--- config.mk ---
export PLATFORM = sky130hd
export DESIGN_NAME = rr_thread_lock
export DESIGN_NICKNAME = d
export VERILOG_FILES = /design/src/rtl/lock_pkg.sv /design/src/rtl/rr_picker.sv /design/src/rtl/lock_slot.sv /design/src/rtl/rr_thread_lock.sv
export SDC_FILE = /design/constraint.sdc
export NUM_CORES = 1
export LEC_CHECK = 0
export ABC_AREA = 1
export BUFFER_PORTS_ARGS = -buffer_cell sky130_fd_sc_hd__buf_2
export CAP_MARGIN = 20
export CORE_ASPECT_RATIO = 0.8
export CORE_UTILIZATION = 50
export DETAILED_ROUTE_END_ITERATION = 10
export PLACE_DENSITY = 0.69
export SLEW_MARGIN = 40
export SYNTH_ARGS = -nofsm -noshare
export SYNTH_HDL_FRONTEND = slang
export SYNTH_SLANG_ARGS = --single-unit
export TNS_END_PERCENT = 10
--- constraint.sdc ---
create_clock -name clk -period 2.6 [get_ports clk]
set_input_delay 0.26 -clock clk [delete_from_list [all_inputs] [get_ports clk]]
set_output_delay 0.26 -clock clk [all_outputs]
set_load 0.05 [all_outputs]
--- src/rtl/lock_pkg.sv ---
package lock_pkg;
  typedef enum logic [1:0] {
    LK_FREE   = 2'd0,
    LK_WAIT   = 2'd1,
    LK_QUEUED = 2'd2,
    LK_OWNER  = 2'd3
  } lk_state_t;
endpackage

--- src/rtl/rr_picker.sv ---
module rr_picker #(
  parameter int N  = 4,
  localparam int IW = (N > 1) ? $clog2(N) : 1
) (
  input  logic [N-1:0]  req,
  input  logic [IW-1:0] start,
  output logic [N-1:0]  pick
);
  // First set bit of m met when walking from index s upward, wrapping at N.
  function automatic logic [N-1:0] rotate_pick(input logic [N-1:0] m, input int s);
    logic [N-1:0] r;
    int j;
    r = '0;
    for (int k = N - 1; k >= 0; k--) begin
      j = (s + k) % N;
      if (m[j]) r = N'(1) << j;
    end
    return r;
  endfunction

  always_comb pick = rotate_pick(req, int'(start));

  always_comb begin
    p_pick_onehot_r8: assert ($onehot0(pick));
    p_pick_subset_r8: assert ((pick & ~req) == '0);
  end
endmodule

--- src/rtl/lock_slot.sv ---
module lock_slot
  import lock_pkg::*;
(
  input  logic      clk,
  input  logic      rst,
  input  logic      lock_req,
  input  logic      unlock_req,
  input  logic      hand_win,
  input  logic      free_win,
  output lk_state_t state_o,
  output logic      halt_o,
  output logic      done_o,
  output logic      err_dbl_o
);
  lk_state_t st, st_n;
  logic      done_n, dbl_n, stuck;

  always_comb begin
    st_n   = st;
    done_n = 1'b0;
    dbl_n  = 1'b0;
    unique case (st)
      LK_FREE: if (lock_req) begin
        st_n   = free_win ? LK_OWNER : LK_WAIT;
        done_n = free_win;
      end
      LK_WAIT: if (hand_win) st_n = LK_QUEUED;
      LK_QUEUED: if (lock_req) begin
        st_n   = LK_OWNER;
        done_n = 1'b1;
      end
      LK_OWNER: begin
        if (unlock_req) begin
          if (lock_req) begin
            st_n   = free_win ? LK_OWNER : LK_WAIT;
            done_n = free_win;
          end else begin
            st_n = LK_FREE;
          end
        end else if (lock_req) begin
          dbl_n  = 1'b1;
          done_n = 1'b1;
        end
      end
      default: st_n = LK_FREE;
    endcase
  end

  always_ff @(posedge clk) begin
    if (rst) begin
      st        <= LK_FREE;
      done_o    <= 1'b0;
      err_dbl_o <= 1'b0;
      stuck     <= 1'b0;
    end else begin
      st        <= st_n;
      done_o    <= done_n;
      err_dbl_o <= dbl_n;
      if (dbl_n) stuck <= 1'b1;
    end
  end

  assign state_o = st;
  assign halt_o  = (st == LK_WAIT) || stuck;

  p_dbl_halt_r5: assert property (@(posedge clk) disable iff (rst)
    err_dbl_o |-> (halt_o && st == LK_OWNER));
  p_illegal_hold_r7: assert property (@(posedge clk) disable iff (rst)
    (unlock_req && st != LK_OWNER && !lock_req && !hand_win) |=> (st == $past(st)));
  p_queued_take_r4: assert property (@(posedge clk) disable iff (rst)
    (st == LK_QUEUED && lock_req) |=> (st == LK_OWNER && done_o));
  p_wait_halts_r3: assert property (@(posedge clk) disable iff (rst)
    (st == LK_WAIT) |-> (halt_o && !unlock_req));
endmodule

--- src/rtl/rr_thread_lock.sv ---
module rr_thread_lock
  import lock_pkg::*;
#(
  parameter int N = 4
) (
  input  logic         clk,
  input  logic         rst,
  input  logic [N-1:0] lock_req_i,
  input  logic [N-1:0] unlock_req_i,
  output logic [N-1:0] halt_o,
  output logic [N-1:0] wake_o,
  output logic [N-1:0] done_o,
  output logic         locked_o,
  output logic [N-1:0] err_double_o,
  output logic [N-1:0] err_unlock_o
);
  localparam int IW = (N > 1) ? $clog2(N) : 1;

  lk_state_t     st_vec [N];
  logic [N-1:0]  owner_vec, queued_vec, wait_vec, free_vec;
  logic [N-1:0]  rel_vec, bad_unlock_vec, hand_vec, free_req_vec, free_pick, free_win_vec;
  logic          rel_valid, busy_after;
  logic [IW-1:0] rel_idx, hand_start;

  for (genvar g = 0; g < N; g++) begin : g_cls
    assign owner_vec[g]  = (st_vec[g] == LK_OWNER);
    assign queued_vec[g] = (st_vec[g] == LK_QUEUED);
    assign wait_vec[g]   = (st_vec[g] == LK_WAIT);
    assign free_vec[g]   = (st_vec[g] == LK_FREE);
  end

  // Unlock stage: only the owner may release.
  assign rel_vec        = unlock_req_i & owner_vec;
  assign bad_unlock_vec = unlock_req_i & ~owner_vec;
  assign rel_valid      = |rel_vec;

  always_comb begin
    rel_idx = '0;
    for (int i = 0; i < N; i++) if (rel_vec[i]) rel_idx = IW'(i);
    hand_start = (int'(rel_idx) == N - 1) ? '0 : rel_idx + 1'b1;
  end

  logic [N-1:0] hand_pick;
  rr_picker #(.N(N)) u_hand (.req(wait_vec), .start(hand_start), .pick(hand_pick));
  assign hand_vec = rel_valid ? hand_pick : '0;

  // Lock stage, seen after the unlock stage.
  assign busy_after   = |((owner_vec & ~rel_vec) | queued_vec | hand_vec);
  assign free_req_vec = lock_req_i & (free_vec | rel_vec);
  rr_picker #(.N(N)) u_free (.req(free_req_vec), .start('0), .pick(free_pick));
  assign free_win_vec = busy_after ? '0 : free_pick;

  for (genvar g = 0; g < N; g++) begin : g_slot
    lock_slot u_slot (
      .clk       (clk),
      .rst       (rst),
      .lock_req  (lock_req_i[g]),
      .unlock_req(unlock_req_i[g]),
      .hand_win  (hand_vec[g]),
      .free_win  (free_win_vec[g]),
      .state_o   (st_vec[g]),
      .halt_o    (halt_o[g]),
      .done_o    (done_o[g]),
      .err_dbl_o (err_double_o[g])
    );
  end

  always_ff @(posedge clk) begin
    if (rst) begin
      locked_o     <= 1'b0;
      wake_o       <= '0;
      err_unlock_o <= '0;
    end else begin
      locked_o     <= busy_after | (|free_win_vec);
      wake_o       <= hand_vec;
      err_unlock_o <= bad_unlock_vec;
    end
  end

  p_excl_r11: assert property (@(posedge clk) disable iff (rst)
    $countones(owner_vec | queued_vec) <= 1);
  p_locked_match_r11: assert property (@(posedge clk) disable iff (rst)
    locked_o == (|(owner_vec | queued_vec)));
  p_wake_target_r8: assert property (@(posedge clk) disable iff (rst)
    (|wake_o) |-> ($onehot0(wake_o) && locked_o && ((wake_o & queued_vec) == wake_o) && ((wake_o & halt_o) == '0)));
  p_handoff_keeps_r8: assert property (@(posedge clk) disable iff (rst)
    (rel_valid && |wait_vec) |=> (locked_o && |wake_o));
  p_release_frees_r6: assert property (@(posedge clk) disable iff (rst)
    (rel_valid && wait_vec == '0 && lock_req_i == '0) |=> !locked_o);
  p_bad_unlock_r7: assert property (@(posedge clk) disable iff (rst)
    (|bad_unlock_vec) |=> (err_unlock_o != '0));
endmodule

==> metrics.txt <==
DPL Wire Length=3.07 mm; worst slew pin tran=between 0.4 and 0.5 ns; max_slew headroom=0.696; Pre-antenna DRT Iters=7; Nets=about 330; HP Class=primary input to register; Sequential Power Share=0.339; antenna violations before repair=0; Pwr Density=between 700 and 800 nW/um2; overall power=around 1.6 mW; crit path time final=2.35 ns; Final Wtd Congestion=0.887; Worst-Skew Late Latency=0.28 ns; wire length per cell=11.4 um; critical path arrival=~2.6 ns; global-route wire length before repair=6.78 mm; largest family of logic cells by synthesized area=simple AND/OR/NAND/NOR gates; largest net degree at the start of global routing=24; Required @ worst endpoint=between 2 and 3 ns; Comb power frac=0.436; post-synthesis compound-gate area fraction=0.110; f_max=about 430 MHz; Cell Rows=19; post-route ant nets=0; CTS tree=yes; Sw Ratio=0.435; root buffer cell=clkbuf_8; Die ar.=4020 um2; final hold violation count=0; hold buffers post-CTS=0; Avg Cell Area, Syn=roughly 6.7 um2; xor-xnor portion of the synthesized cell area=0; Finished Layout Cells=351; Core Area=about 3500 um2; sequential area share after synthesis=0.308; FF/Latch Area=roughly 600 um2; Initial Utilization=0.535; CTS sink count=29; detailed router's first-iteration violation count=98; die width=about 70 um; Synth Area in Adders=0.0532; via/cell ratio=around 5; GR Overflow Total=0; fill count=roughly 370; critical path peak fanout=6; MaxCap Viol Count=0; commonest non-fill, non-tap cell in the layout=nand2_1; failing checks=DRC; mux contribution to synthesized area=0; wirelength, routed=3.99 mm; Worst Setup End Kind=register; Fin Setup TNS=0 ns; clock slew seen by the registers of the worst setup and hold paths=0.06 ns; final setup vio count=0; H-tree Lvls=2; port bufs=30; number of synthesized register bits=29; share of cells above drive strength 1=0.239; CP Class=register to register; ant diodes=0; Cell Area, Synth=approximately 1900 um2; synthesized instance count=approximately 280; Layout area overhead=11.6%; number of CTS-inserted buffers=5; worst vdd ir=~0.00038 V; final worst slack=around 0.25 ns; Pleak=1.15 nW; RSZ-0062 raised after global routing=no; Clock Path Buffers=2; most frequent cells in the layout=nand2_1 (59), inv_1 (46), nor2_1 (33); io pins=31; clock power share=0.225; Ys Warns=0; area used by multi-input combinational logic=between 1000 and 1500 um2; routed via count=1716; period utilization=0.904; drt drc=10; Distinct cells, synth=28; startpoint types=register; GRT Total Usage=0.220; clock skew=around 0.0067 ns; Post-Synth Simple-Gate Area=0.383; status=complete, but fails checks; Inst Count DP=between 300 and 400; syn_nets=301; fin. max-slew vios=0; die height=56.9 um; Switch Pwr=a little under 700 uW; internal power=886 uW; Setup Slack @ Placement=between 0.1 and 0.15 ns; vias in the first global route=about 1.5k
kinds of logic after synthesis:
family / count (synthesis)
simple gates: 148
flops: 29
fa+ha+maj: 8
compound gates: 37
buf+inv: 61
worst max-delay path, stage by stage, from the launching register on:
cell     delay, ns
dfxtp_2       0.37
nand2_2       0.10
nor2_4        0.14
nand2_4       0.09
nand2_4       0.11
ha_1          0.27
inv_1         0.10
nand3_2       0.14
nand2_2       0.12
nand2_1       0.05
nand3_1       0.07
nand2_1       0.07
nand2_2       0.08
nand2_2       0.08
nor3_2        0.18
nand3_1       0.13
a21oi_1       0.16
final timing paths:
| kind | from | to | slack [ns] | cells past startpoint |
|---|---|---|---|---|
| max | g_slot[1].u_slot.state_o[1]$_SDFFE_PP0P_ | g_slot[1].u_slot.done_o$_SDFF_PP0_ | 0.25 | 16 |
| min | unlock_req_i[1] | err_unlock_o[1]$_SDFF_PP0_ | 0.23 | 3 |
| max reg2reg | g_slot[1].u_slot.state_o[1]$_SDFFE_PP0P_ | g_slot[1].u_slot.done_o$_SDFF_PP0_ | 0.25 | 16 |
| min reg2reg | g_slot[3].u_slot.stuck$_SDFFE_PP0P_ | g_slot[3].u_slot.stuck$_SDFFE_PP0P_ | 0.46 | 2 |
synthesized netlist by cell type:
library cell,instances,share of area
nand2_1,60,0.12
inv_1,46,0.092
nor2_1,33,0.066
dfxtp_1,29,0.31
nand3_1,19,0.050
a21oi_1,15,0.040
buf_4,12,0.048
nand2_2,12,0.040
o21ai_0,10,0.027
ha_1,8,0.053
nand3_2,6,0.032
nand4_1,4,0.013
o21ai_1,4,0.011
a21oi_2,3,0.014
nand2_4,3,0.018
nand3b_1,3,0.012
nor3_1,3,0.0080
a31oi_1,2,0.0066
nor2_4,2,0.012
a211oi_1,1,0.0040
a21o_1,1,0.0040
buf_1,1,0.0020
clkbuf_1,1,0.0020
inv_2,1,0.0020
nor3_2,1,0.0053
nor4_1,1,0.0033
o2111ai_1,1,0.0047
or3_1,1,0.0033
timing repair:
action,CTS,global route
setup endpoints to repair,0,10
buffers inserted,0,2
gates resized for setup,0,8
state kept, by name, summed over array words and instances (netlist names):
signal and flops:
locked_o 1, err_unlock_o 4, wake_o 4, g_slot.u_slot.err_dbl_o 4, g_slot.u_slot.stuck 4, g_slot.u_slot.done_o 4
g_slot.u_slot.state_o 8
routing by layer:
layer,routed length [um],GRT usage,part of all wire,vias to the layer above
met5,0,0,0,-
met3,242,0.0539,0.061,5
met4,41,0.0743,0.010,0
li1,-,-,-,928
met2,1580,0.320,0.40,46
met1,2130,0.315,0.53,737
final cells by class:
type                    instances  area share
clock buffers                   6      0.0345
clock inverters                 2     0.00476
inverters                      47      0.0840
multi-input cells             193       0.493
flip-flops and latches         29       0.280
well taps                      42      0.0250
repair buffers                 32      0.0786
per-stage QoR:
step | util | instance area [um2] | hold WS, ns
2_1_floorplan | - | 1880 | 0.337
3_3_place_gp | 0.565 | 1990 | 0.446
3_5_place_dp | 0.565 | 1990 | 0.449
4_1_cts | 0.589 | 2070 | 0.226
5_1_grt | 0.597 | 2100 | 0.229
6_report | 0.597 | 2100 | 0.230
power groups by stage:
stage / Combinational, mW / Sequential [mW] / Clock (mW)
finish: 0.683 / 0.532 / 0.353
floorplan: 0.535 / 0.570 / 0
detailed placement: 0.671 / 0.536 / 0
global placement: 0.670 / 0.536 / 0
global route: 0.769 / 0.538 / 0.380
CTS: 0.672 / 0.527 / 0.364
Note: power is estimated with default switching activity, not from simulation.
